===== src/rtl/pwr_unit_pkg.sv =====
package pwr_unit_pkg;
  // Word indices (byte offset / 4); software depends on this map.
  localparam int W_STS = 0;
  localparam int W_CMD = 1;
  localparam int W_ICS = 2;
  localparam int W_WKC = 4;
  localparam int W_SSC = 8;
  localparam int W_SSS = 12;

  localparam int BIT_BUSY = 8;
  localparam int BIT_IE   = 8;
  localparam int BIT_PEND = 9;

  localparam logic [7:0] CODE_SET_CFG = 8'h01;

  typedef enum logic [1:0] {
    MODE_NOP  = 2'd0,
    MODE_IMM  = 2'd1,
    MODE_DLY  = 2'd2,
    MODE_TRIG = 2'd3
  } cmd_mode_e;

  typedef enum logic [7:0] {
    CAUSE_NONE      = 8'd0,
    CAUSE_DONE      = 8'd1,
    CAUSE_CMD_ERR   = 8'd2,
    CAUSE_WAKE      = 8'd3,
    CAUSE_PWR_ERR   = 8'd4,
    CAUSE_MSG_ERR   = 8'd5,
    CAUSE_NO_DEEP   = 8'd6,
    CAUSE_TRIG_ERR  = 8'd7,
    CAUSE_IDLE      = 8'd8
  } cause_e;
endpackage


===== src/rtl/pwr_unit_seq.sv =====
module pwr_unit_seq #(
  parameter int BUSY_CYCLES = 6
) (
  input  logic clk,
  input  logic rst_n,
  input  logic start,
  output logic busy,
  output logic done
);
  localparam int CNT_W = (BUSY_CYCLES < 2) ? 1 : $clog2(BUSY_CYCLES);

  logic [CNT_W-1:0] cnt_q;
  logic             busy_q;

  always_ff @(posedge clk or negedge rst_n) begin
    if (!rst_n) begin
      busy_q <= 1'b0;
      cnt_q  <= '0;
    end else if (busy_q) begin
      if (cnt_q == '0) busy_q <= 1'b0;
      else             cnt_q  <= cnt_q - 1'b1;
    end else if (start) begin
      busy_q <= 1'b1;
      cnt_q  <= CNT_W'(BUSY_CYCLES - 1);
    end
  end

  assign busy = busy_q;
  assign done = busy_q && (cnt_q == '0);
endmodule


===== src/rtl/pwr_unit_irq.sv =====
module pwr_unit_irq
  import pwr_unit_pkg::*;
(
  input  logic       clk,
  input  logic       rst_n,
  input  logic       set_done,
  input  logic       set_err,
  input  logic       ics_wr,
  input  logic       wr_ie,
  input  logic       wr_pend,
  output logic [7:0] cause,
  output logic       pend,
  output logic       ie,
  output logic       irq
);
  cause_e cause_q;
  logic   pend_q;
  logic   ie_q;

  always_ff @(posedge clk or negedge rst_n) begin
    if (!rst_n) begin
      cause_q <= CAUSE_NONE;
      pend_q  <= 1'b0;
      ie_q    <= 1'b0;
    end else begin
      if (set_done)     cause_q <= CAUSE_DONE;
      else if (set_err) cause_q <= CAUSE_CMD_ERR;

      if (set_done || set_err)  pend_q <= 1'b1;
      else if (ics_wr && wr_pend) pend_q <= 1'b0;

      if (ics_wr) ie_q <= wr_ie;
    end
  end

  assign cause = cause_q;
  assign pend  = pend_q;
  assign ie    = ie_q;
  assign irq   = pend_q & ie_q;
endmodule


===== src/rtl/pwr_unit_bank.sv =====
module pwr_unit_bank #(
  parameter int N = 4,
  parameter int W = 32
) (
  input  logic           clk,
  input  logic           rst_n,
  input  logic [N-1:0]   wr_vec,
  input  logic [W-1:0]   wdata,
  input  logic           load,
  input  logic [N*W-1:0] load_data,
  output logic [N*W-1:0] q
);
  for (genvar g = 0; g < N; g++) begin : g_word
    logic [W-1:0] word_q;
    always_ff @(posedge clk or negedge rst_n) begin
      if (!rst_n)         word_q <= '0;
      else if (load)      word_q <= load_data[g*W +: W];
      else if (wr_vec[g]) word_q <= wdata;
    end
    assign q[g*W +: W] = word_q;
  end
endmodule


===== src/rtl/pwr_unit.sv =====
module pwr_unit
  import pwr_unit_pkg::*;
#(
  parameter int N_SUBSYS    = 64,
  parameter int ADDR_W      = 8,
  parameter int BUSY_CYCLES = 6,
  parameter int N_WAKE_REGS = 2
) (
  input  logic                  clk,
  input  logic                  rst_n,
  input  logic                  bus_sel,
  input  logic                  bus_we,
  input  logic [ADDR_W-1:0]     bus_addr,
  input  logic [31:0]           bus_wdata,
  output logic [31:0]           bus_rdata,
  output logic                  irq,
  output logic [2*N_SUBSYS-1:0] subsys_pwr
);
  localparam int SS_BITS   = 2 * N_SUBSYS;
  localparam int N_SS_REGS = SS_BITS / 32;

  int        widx;
  logic      aligned;
  logic      wr;
  logic      cmd_hit, ics_hit, cmd_acc;
  logic      start, bad_cmd;
  logic      busy, done;
  logic      pend, ie;
  logic [7:0] cause;
  logic [31:0] cmd_q;
  cmd_mode_e mode;
  logic [N_WAKE_REGS-1:0]    wkc_wr;
  logic [N_SS_REGS-1:0]      ssc_wr;
  logic [32*N_WAKE_REGS-1:0] wkc_flat;
  logic [SS_BITS-1:0]        ssc_flat;
  logic [SS_BITS-1:0]        sss_flat;
  logic                      ics_clr;

  assign aligned = (bus_addr[1:0] == 2'b00);
  assign widx    = int'(bus_addr[ADDR_W-1:2]);
  assign wr      = bus_sel && bus_we && aligned;
  assign cmd_hit = wr && (widx == W_CMD);
  assign ics_hit = wr && (widx == W_ICS);
  assign ics_clr = ics_hit && bus_wdata[BIT_PEND];
  assign cmd_acc = cmd_hit && !busy;
  assign mode    = cmd_mode_e'(bus_wdata[10:9]);
  assign start   = cmd_acc && (mode != MODE_NOP) && (bus_wdata[7:0] == CODE_SET_CFG);
  assign bad_cmd = cmd_acc && (mode != MODE_NOP) && (bus_wdata[7:0] != CODE_SET_CFG);

  for (genvar g = 0; g < N_WAKE_REGS; g++) begin : g_wkc_dec
    assign wkc_wr[g] = wr && (widx == W_WKC + g);
  end
  for (genvar g = 0; g < N_SS_REGS; g++) begin : g_ssc_dec
    assign ssc_wr[g] = wr && (widx == W_SSC + g);
  end

  always_ff @(posedge clk or negedge rst_n) begin
    if (!rst_n)       cmd_q <= '0;
    else if (cmd_acc) cmd_q <= bus_wdata;
  end

  pwr_unit_seq #(.BUSY_CYCLES(BUSY_CYCLES)) u_seq (
    .clk(clk), .rst_n(rst_n), .start(start), .busy(busy), .done(done)
  );

  pwr_unit_irq u_irq (
    .clk(clk), .rst_n(rst_n), .set_done(done), .set_err(bad_cmd),
    .ics_wr(ics_hit), .wr_ie(bus_wdata[BIT_IE]), .wr_pend(bus_wdata[BIT_PEND]),
    .cause(cause), .pend(pend), .ie(ie), .irq(irq)
  );

  pwr_unit_bank #(.N(N_WAKE_REGS), .W(32)) u_wkc (
    .clk(clk), .rst_n(rst_n), .wr_vec(wkc_wr), .wdata(bus_wdata),
    .load(1'b0), .load_data('0), .q(wkc_flat)
  );

  pwr_unit_bank #(.N(N_SS_REGS), .W(32)) u_ssc (
    .clk(clk), .rst_n(rst_n), .wr_vec(ssc_wr), .wdata(bus_wdata),
    .load(1'b0), .load_data('0), .q(ssc_flat)
  );

  pwr_unit_bank #(.N(N_SS_REGS), .W(32)) u_sss (
    .clk(clk), .rst_n(rst_n), .wr_vec('0), .wdata(bus_wdata),
    .load(done), .load_data(ssc_flat), .q(sss_flat)
  );

  assign subsys_pwr = sss_flat;

  always_comb begin
    bus_rdata = '0;
    if (aligned) begin
      if (widx == W_STS) bus_rdata[BIT_BUSY] = busy;
      if (widx == W_CMD) bus_rdata = cmd_q;
      if (widx == W_ICS) begin
        bus_rdata[7:0]      = cause;
        bus_rdata[BIT_IE]   = ie;
        bus_rdata[BIT_PEND] = pend;
      end
      for (int i = 0; i < N_WAKE_REGS; i++)
        if (widx == W_WKC + i) bus_rdata = wkc_flat[i*32 +: 32];
      for (int i = 0; i < N_SS_REGS; i++) begin
        if (widx == W_SSC + i) bus_rdata = ssc_flat[i*32 +: 32];
        if (widx == W_SSS + i) bus_rdata = sss_flat[i*32 +: 32];
      end
    end
  end
endmodule


===== config.mk =====
export PLATFORM = sky130hd
export DESIGN_NAME = pwr_unit
export DESIGN_NICKNAME = d
export VERILOG_FILES = /design/src/rtl/pwr_unit_pkg.sv /design/src/rtl/pwr_unit_seq.sv /design/src/rtl/pwr_unit_irq.sv /design/src/rtl/pwr_unit_bank.sv /design/src/rtl/pwr_unit.sv
export SDC_FILE = /design/constraint.sdc
export NUM_CORES = 1
export LEC_CHECK = 0
export ABC_AREA = 1
export CAP_MARGIN = 20
export CORE_MARGIN = 2
export CORE_UTILIZATION = 50
export CTS_BUF_LIST = sky130_fd_sc_hd__clkbuf_4 sky130_fd_sc_hd__clkbuf_8 sky130_fd_sc_hd__clkbuf_16
export DETAILED_ROUTE_END_ITERATION = 10
export PLACE_DENSITY_LB_ADDON = 0.2
export RECOVER_POWER = 50
export SLEW_MARGIN = 20
export SYNTH_ARGS = -nofsm -noshare
export SYNTH_HDL_FRONTEND = slang
export SYNTH_SLANG_ARGS = --single-unit

===== constraint.sdc =====
create_clock -name clk -period 2.04 [get_ports clk]
set_input_delay 0.51 -clock clk [delete_from_list [all_inputs] [get_ports clk]]
set_output_delay 0.51 -clock clk [all_outputs]
set_load 0.03 [all_outputs]

* Word-level counts from Yosys, hierarchy flattened
Index checks and enable logic that the tools add are counted.
** Cells by class
- Add/subtract/negate cells :: 1
- Equality and inequality tests :: 15
- Mux-type cells :: 24
- Bitwise operators :: 1
- Reductions and logical operators :: 26
** Operators with widths (number)
- $mux W32 :: 12
- $eq A6 B5 Y1 const B :: 8
- $logic_not A32 Y1 :: 1
- $logic_and A1 B1 Y1 :: 16
- $mux W8 :: 2
- $eq A6 B4 Y1 const B :: 2
- $mux W10 :: 1
- $mux W3 :: 3
- $eq A8 B1 Y1 const B :: 1
- $ne A8 B1 Y1 const B :: 1
- $reduce_bool A2 Y1 :: 4
- $eq A6 B2 Y1 const B :: 1
- $eq A6 B3 Y1 const B :: 1
- $mux W1 :: 6
- $logic_not A3 Y1 :: 1
- $sub A3 B1 Y3 const B :: 1
- $logic_not A2 Y1 :: 1
- $ne A2 B2 Y1 const B :: 1
- $reduce_and A2 Y1 :: 1
- $and A1 B1 Y1 :: 1
- $logic_not A1 Y1 :: 1
- $logic_or A1 B1 Y1 :: 1
** Word-level totals
- Register bits after elaboration :: 366
- Input bits :: 44
- Output and inout port bits :: 161
- Word-level logic and storage cells :: 83

* Longest topological paths before layout
Gate-level depths: netlist of the first run.
- Word-level depth :: 15
- Mapped depth :: 13
- Mapped depth without buffers :: 12

* By module
A second synthesis of the first run with hierarchy kept.
** Unflattened totals
- Cells, all modules :: 2705
- Area total of the unflattened synthesis :: 19613.8 sq um
** By module, submodules not included
- pwr_unit_bank at u_ssc ... :: instances 2, cells an instance 702, area each 5788.1 sq um, sequential area each 3203.1 sq um
- pwr_unit :: instances 1, cells an instance 894, area each 4744.6 sq um, sequential area each 800.8 sq um
- pwr_unit_bank at u_wkc :: instances 1, cells an instance 350, area each 2854.0 sq um, sequential area each 1601.5 sq um
- pwr_unit_seq :: instances 1, cells an instance 33, area each 236.5 sq um, sequential area each 100.1 sq um
- pwr_unit_irq :: instances 1, cells an instance 24, area each 202.7 sq um, sequential area each 100.1 sq um

* Worst setup path before layout of the first run
OpenSTA, ideal clock, no wires.
- Kind :: input-to-output
- Start point :: input port bus_addr[7]
- End point :: output port bus_rdata[8]
- Data arrival time :: 1960 ps
- Data required time :: 1530 ps
- Setup slack :: -430 ps
- Stages on the path :: 9
- Path buffers :: 2
- Cells stage by stage :: nor2_4 -> buf_2 -> nand3_1 -> inv_2 -> buf_2 -> nand2_1 -> nand4_1 -> nand2_1 -> a21oi_1
** Between the ends
- Cells in the longest elaborated chain, start to end :: 15
- Elaborated cells on any way between the ends :: 27
- Those cells by class :: 12 x eq/ne; 14 x mux; 1 x reduce/logical
** Ends and longest elaborated chain
- start, declared :: RTL line pwr_unit.sv:13 : input logic [ADDR_W-1:0] bus_addr,
- $logic_not A32 Y1 :: RTL line pwr_unit.sv:92 : if (widx == W_STS) bus_rdata[BIT_BUSY] = busy;
- $mux W1 :: RTL line pwr_unit.sv:92
- $mux W32 :: RTL line pwr_unit.sv:93 : if (widx == W_CMD) bus_rdata = cmd_q;
- $mux W10 :: RTL line pwr_unit.sv:94 : if (widx == W_ICS) begin
- $mux W32 (2 in series) :: RTL line pwr_unit.sv:100 : if (widx == W_WKC + i) bus_rdata = wkc_flat[i*32 +: 32];
- $mux W32 :: RTL line pwr_unit.sv:102 : if (widx == W_SSC + i) bus_rdata = ssc_flat[i*32 +: 32];
- $mux W32 :: RTL line pwr_unit.sv:103 : if (widx == W_SSS + i) bus_rdata = sss_flat[i*32 +: 32];
- $mux W32 :: RTL line pwr_unit.sv:102
- $mux W32 :: RTL line pwr_unit.sv:103
- $mux W32 :: RTL line pwr_unit.sv:102
- $mux W32 :: RTL line pwr_unit.sv:103
- $mux W32 :: RTL line pwr_unit.sv:102
- $mux W32 (*) :: RTL line pwr_unit.sv:103
- $mux W32 (*) :: RTL line pwr_unit.sv:91 : if (aligned) begin
- end, declared :: RTL line pwr_unit.sv:15 : output logic [31:0] bus_rdata,
Mark *: on every way between the ends. The rest lies on a longest branch, timed or not.

* Final worst setup path of the first run
- Start point :: input port bus_addr[7]
- End point :: output port bus_rdata[29]
** Between the ends
- Cells in the longest elaborated chain, start to end :: 13
- Elaborated cells on any way between the ends :: 23
- Those cells by class :: 11 x eq/ne; 12 x mux
** Ends and longest elaborated chain (RTL line)
- $eq A6 B2 Y1 :: pwr_unit.sv:93
- $mux W32 :: pwr_unit.sv:93
- $mux W32 (2 in series) :: pwr_unit.sv:100
- $mux W32 :: pwr_unit.sv:102
- $mux W32 :: pwr_unit.sv:103
- $mux W32 :: pwr_unit.sv:102
- $mux W32 :: pwr_unit.sv:103
- $mux W32 :: pwr_unit.sv:102
- $mux W32 :: pwr_unit.sv:103
- $mux W32 :: pwr_unit.sv:102
- $mux W32 (*) :: pwr_unit.sv:103
- $mux W32 (*) :: pwr_unit.sv:91
Marks and branches as above.

==> out/summary.md, run 1 <==
The number of buffers and inverters on the critical path is 7. In the post-synthesis netlist, the cell with the most instances is nand2_1. The clock network accounts for 46.3% of the total power. For this run, the number of Yosys warnings is 0. The wire length reported by the detailed router was 52,300 um; the initial standard-cell utilization of the core was 50.4%. Input and output buffers added on the ports amount to 204.

The first global-routing pass estimated 81,800 um of wire. The static power due to leakage was 11.4 nW; the synthesized area per cell was 7.95 um^2. The worst flop-to-flop path endpoint was u_seq.cnt_q[2]$_DFFE_PN0P_. The number of CTS-inserted buffers was 38. Of all nets on the critical path, the largest fanout is 6.

The area growth from synthesis to layout is 35.5%. The share of the Yosys chip area taken by registers is 55.3%. The logs give 360 for the count of clock tree sinks and 15,513 for the total number of vias. The slowest stage of the critical path is the or2_0 cell. The die area is 34,000 um^2. TritonCTS built the clock tree. Count of flip-flops with a built-in enable after synthesis: 0. The top flip-flop cell by instance count after synthesis was dfrtp_1. dfrtp_1 takes more of the synthesized area than any other cell. The relative slew slack came out at 30.3%. The number of pins exceeding their max-slew limit in the final report is 0. In this run the count of I/O pins placed on the die edge is 205. After filler insertion, the fill cell instance count of the layout stands at 2,616. STA classifies the critical path endpoint as an output pin.

The cell at the root of the clock tree is clkbuf_16. The share of cells above drive strength 1 came out at 16.7%. For the number of antenna-violating nets in the routed design, the log shows 0. STA classifies the critical path startpoint as an input port. The class of the most critical hold timing path is reg2reg. The routed length per placed instance works out to 18.6 um.

The path with the worst hold slack has its endpoint at u_wkc.g_word[1].word_q[2]$_DFFE_PN0P_. The tools report the via count of the first global-routing pass as 15,095. Across the VDD grid, the largest voltage drop is 0.579 mV. Along the worst hold path, the cell count comes to 2. The start point of the worst hold path is u_wkc.g_word[1].word_q[2]$_DFFE_PN0P_. The largest net degree at the start of global routing came out at 101.

By area the synthesized netlist is led by dfrtp_1 55%, nand2_1 20%, o21ai_0 7.7%. Before antenna repair, the detailed router went through 6 iterations. Fraction of synthesis flops using an asynchronous set or reset pin: 100%. The fraction of power consumed by sequential logic is 48.2%. Once layout is done, the placed cells without fillers occupy 22,100 um^2. In this design, the stage delay of the slowest critical-path cell is 0.20 ns.

Sorting the synthesized cells by how often they occur yields 862 x nand2_1, 360 x dfrtp_1, 249 x o21ai_0. The worst path setup slack after routing is -0.722 ns. The top cell type's share of synthesized area is 55.3%. Of the available clock period, the critical path in the final layout requires 135%. Timing would allow up to 362 MHz. Fraction of power spent switching nets: 23.0%. The worst register-to-register path begins at u_seq.cnt_q[0]$_DFFE_PN0P_. For the global-route usage over all layers, the log shows 30.9%.

In this run, distinct cell masters in the synthesized netlist total 32. The run gives 0 as the number of antenna cells inserted. Setup repair after global routing could not meet its margin everywhere. The first routing iteration left 1,386 violations.

The worst clock skew was 0.0325 ns. Summed over all nets, the switching power comes to 0.00351 W. The run gives 0 as the count of endpoints failing hold in the final timing report. Setup violations remaining at the end of the flow were counted as 33. Subtracting the final worst setup slack from the clock period gives 2.76 ns. In the routed layout, each cell is associated on average with a via count of 5.50. Walking the worst path, the cells encountered are buf_6 -> buf_6 -> nor2_4 -> buf_12 -> nand3_4 -> buf_4 -> buf_12 -> or2_0 -> nand2_1 -> nand4_1 -> nand2_1 -> nand4_1 -> nand2_1 -> inv_2 -> buf_6. For the overall power after layout, the log shows 0.0153 W. The total power per unit cell area is 692 nW/um^2.

The number of nets in the synthesized netlist is 2,093. The number of max-capacitance violations reported is 0, and the floorplan die height is 184 um. The instance count of the mapped netlist was 2,047. Data arrives at the worst endpoint at 2.25 ns. Once placement finished, the instance area stood at 20,100 um^2. The actual slew at the worst max-slew pin came out at 1.05 ns. The number of cells traversed by the worst register-to-register path was 9. The internal power of the cells totals 0.0118 W.

The synthesized design contains 360 register bits. The worst setup path is of the in2out kind. The clock transition at the registers of the reported paths was 0.06 ns; the placed wire-length estimate was 32,700 um.

The later pin in the worst-skew pair is clocked with a latency of 0.55 ns. Number of DRC violations after detailed routing: 0. The number of antenna violations at the first check in global routing is 0, and the last weighted congestion value of the routability-driven placer is 0.896. The region available for standard cell placement spans 32,300 um^2.

The final reports fail on setup timing. The width of the die is 184 um, and the worst setup slack for register-to-register paths is -0.07 ns. The number of H-tree levels was 2. The flow ran to the end, but the final reports show violations.

For the share of total power in combinational logic, the log shows 5.6%. The synthesized netlist occupies a cell area of 16,300 um^2. Grouping stages by cell kind, the critical path spends the most delay in simple AND/OR/NAND/NOR gates.

The post-layout net count is 2,396, and the number of buffers between clock root and the deepest sink is 3. The number of standard-cell rows in the floorplan came out at 66. STA puts the critical path data required time at 1.53 ns.

The tools report the global-route congestion overflow total as 0.
## registers in the layout, summed over array words and instances (netlist names)
| register | cells |
|---|---|
| u_irq.ie | 1 |
| u_seq.cnt_q | 3 |
| u_seq.busy | 1 |
| cmd_q | 32 |
| u_sss.g_word.word_q | 128 |
| u_wkc.g_word.word_q | 64 |
| u_ssc.g_word.word_q | 128 |
| u_irq.pend | 1 |
| u_irq.cause | 2 |
## worst max-delay path by stage
stage / startpoint / to / slack (ns) / cells after the start
after global placement: bus_addr[5] / bus_rdata[0] / -1.08 / 13
final: bus_addr[7] / bus_rdata[29] / -0.72 / 15
after detailed placement: bus_addr[5] / bus_rdata[0] / -1.07 / 13
after floorplan: bus_addr[7] / bus_rdata[1] / -0.14 / 12
after CTS: bus_addr[7] / bus_rdata[15] / -0.72 / 15
after global routing: bus_addr[7] / bus_rdata[25] / -0.82 / 15
## tightest hold or removal path: stages, from the launching register on
cell and delay [ns]:
dfrtp_1 0.34, nand2_1 0.05, o21ai_0 0.06
## power by group through the flow
stage	clock (W)	sequential (W)	combinational, W
after global placement	0	0.00747	0.000773
after global routing	0.00742	0.00736	0.000940
after floorplan	0	0.00745	0.000305
final	0.00706	0.00735	0.000849
after CTS	0.00712	0.00735	0.000842
after detailed placement	0	0.00747	0.000792
## timing repair
| action | CTS | global route |
|---|---|---|
| hold buffers | 1 | 0 |
| gates resized for setup | 226 | 41 |
| endpoints found under the hold margin | 23 | 0 |
| pin swaps | 47 | 30 |
| cloned | 8 | 5 |
| endpoints found under the setup margin | 165 | 33 |
| buffers inserted | 19 | 17 |
## cell usage in the layout, fill, tap and decap left out, types with 3 or more instances in the layout
cell               n
nand2_1          836
dfrtp_1          360
o21ai_0          243
dlygate4sd2_1    129
inv_1            117
buf_4             95
nand4_1           67
a21oi_1           63
o21ai_1           54
buf_6             47
clkbuf_16         44
buf_12            40
clkdlybuf4s50_1   36
inv_2             31
nand3_1           25
nand2_2           22
or2_0             21
nor2_1            19
clkbuf_8          18
nor2_4            17
nand3_2           13
clkbuf_4           7
nand2_4            6
nor2_2             5
a21oi_2            5
buf_16             5
nand3_4            4
a21oi_4            4
or2_4              4
clkinv_2           4
clkbuf_2           4
buf_8              3
## cell families (layout without fill, tap and decap cells)
logic type / count (synthesis) / count (layout) / share of synthesized area, %
buf+inv: 266 / 596 / 6.39
compound gates: 373 / 373 / 11.5
simple gates: 1046 / 1046 / 26.6
flops: 360 / 360 / 55.3
fa+ha+maj: 2 / 2 / 0.154
## final cells by class
class                      count  area (um^2)  area share [%]
timing repair buffer         374         3990            18.1
multi-input combinational   1421         6580            29.8
clock inverter                 7         56.3           0.255
sequential                   360         9010            40.8
clock buffer                  60         1230            5.59
tap                          442          553            2.51
inverter                     155          642            2.91
## per-layer routing
| metal | vias to the layer above | track usage [%] | part of all wire [%] |
|---|---|---|---|
| met2 | 717 | 51.7 | 48 |
| met4 | 0 | 10.8 | 3.5 |
| met3 | 133 | 5.47 | 7.4 |
| li1 | 7146 | - | - |
| met1 | 7517 | 40.6 | 41 |
| met5 | - | 0 | 0 |
## per-stage QoR
step | utilization, % | cells | hold slack (ns) | setup TNS [ns] | setup slack, ns
after floorplan | - | 2047 | 0.214 | -3.49 | -0.138
after global placement | 62.1 | 2705 | 0.422 | -123.72 | -1.08
after detailed placement | 62.1 | 2705 | 0.423 | -132.51 | -1.07
after CTS | 67.6 | 2800 | 0.470 | -20.36 | -0.724
after global routing | 68.3 | 2819 | 0.498 | -36.50 | -0.821
final | 68.3 | 2819 | 0.479 | -20.99 | -0.722
Note: power is estimated with default switching activity, not from simulation.
==> run 2: changes to the inputs <==
--- a/config.mk
+++ b/config.mk
@@ -6,14 +6,12 @@
 export NUM_CORES = 1
 export LEC_CHECK = 0
 export ABC_AREA = 1
-export CAP_MARGIN = 20
 export CORE_MARGIN = 2
 export CORE_UTILIZATION = 50
 export CTS_BUF_LIST = sky130_fd_sc_hd__clkbuf_4 sky130_fd_sc_hd__clkbuf_8 sky130_fd_sc_hd__clkbuf_16
 export DETAILED_ROUTE_END_ITERATION = 10
 export PLACE_DENSITY_LB_ADDON = 0.2
 export RECOVER_POWER = 50
-export SLEW_MARGIN = 20
 export SYNTH_ARGS = -nofsm -noshare
 export SYNTH_HDL_FRONTEND = slang
 export SYNTH_SLANG_ARGS = --single-unit
==> results of run 2 <==
Final layout, timing and power as in run 1 (identical DEF).
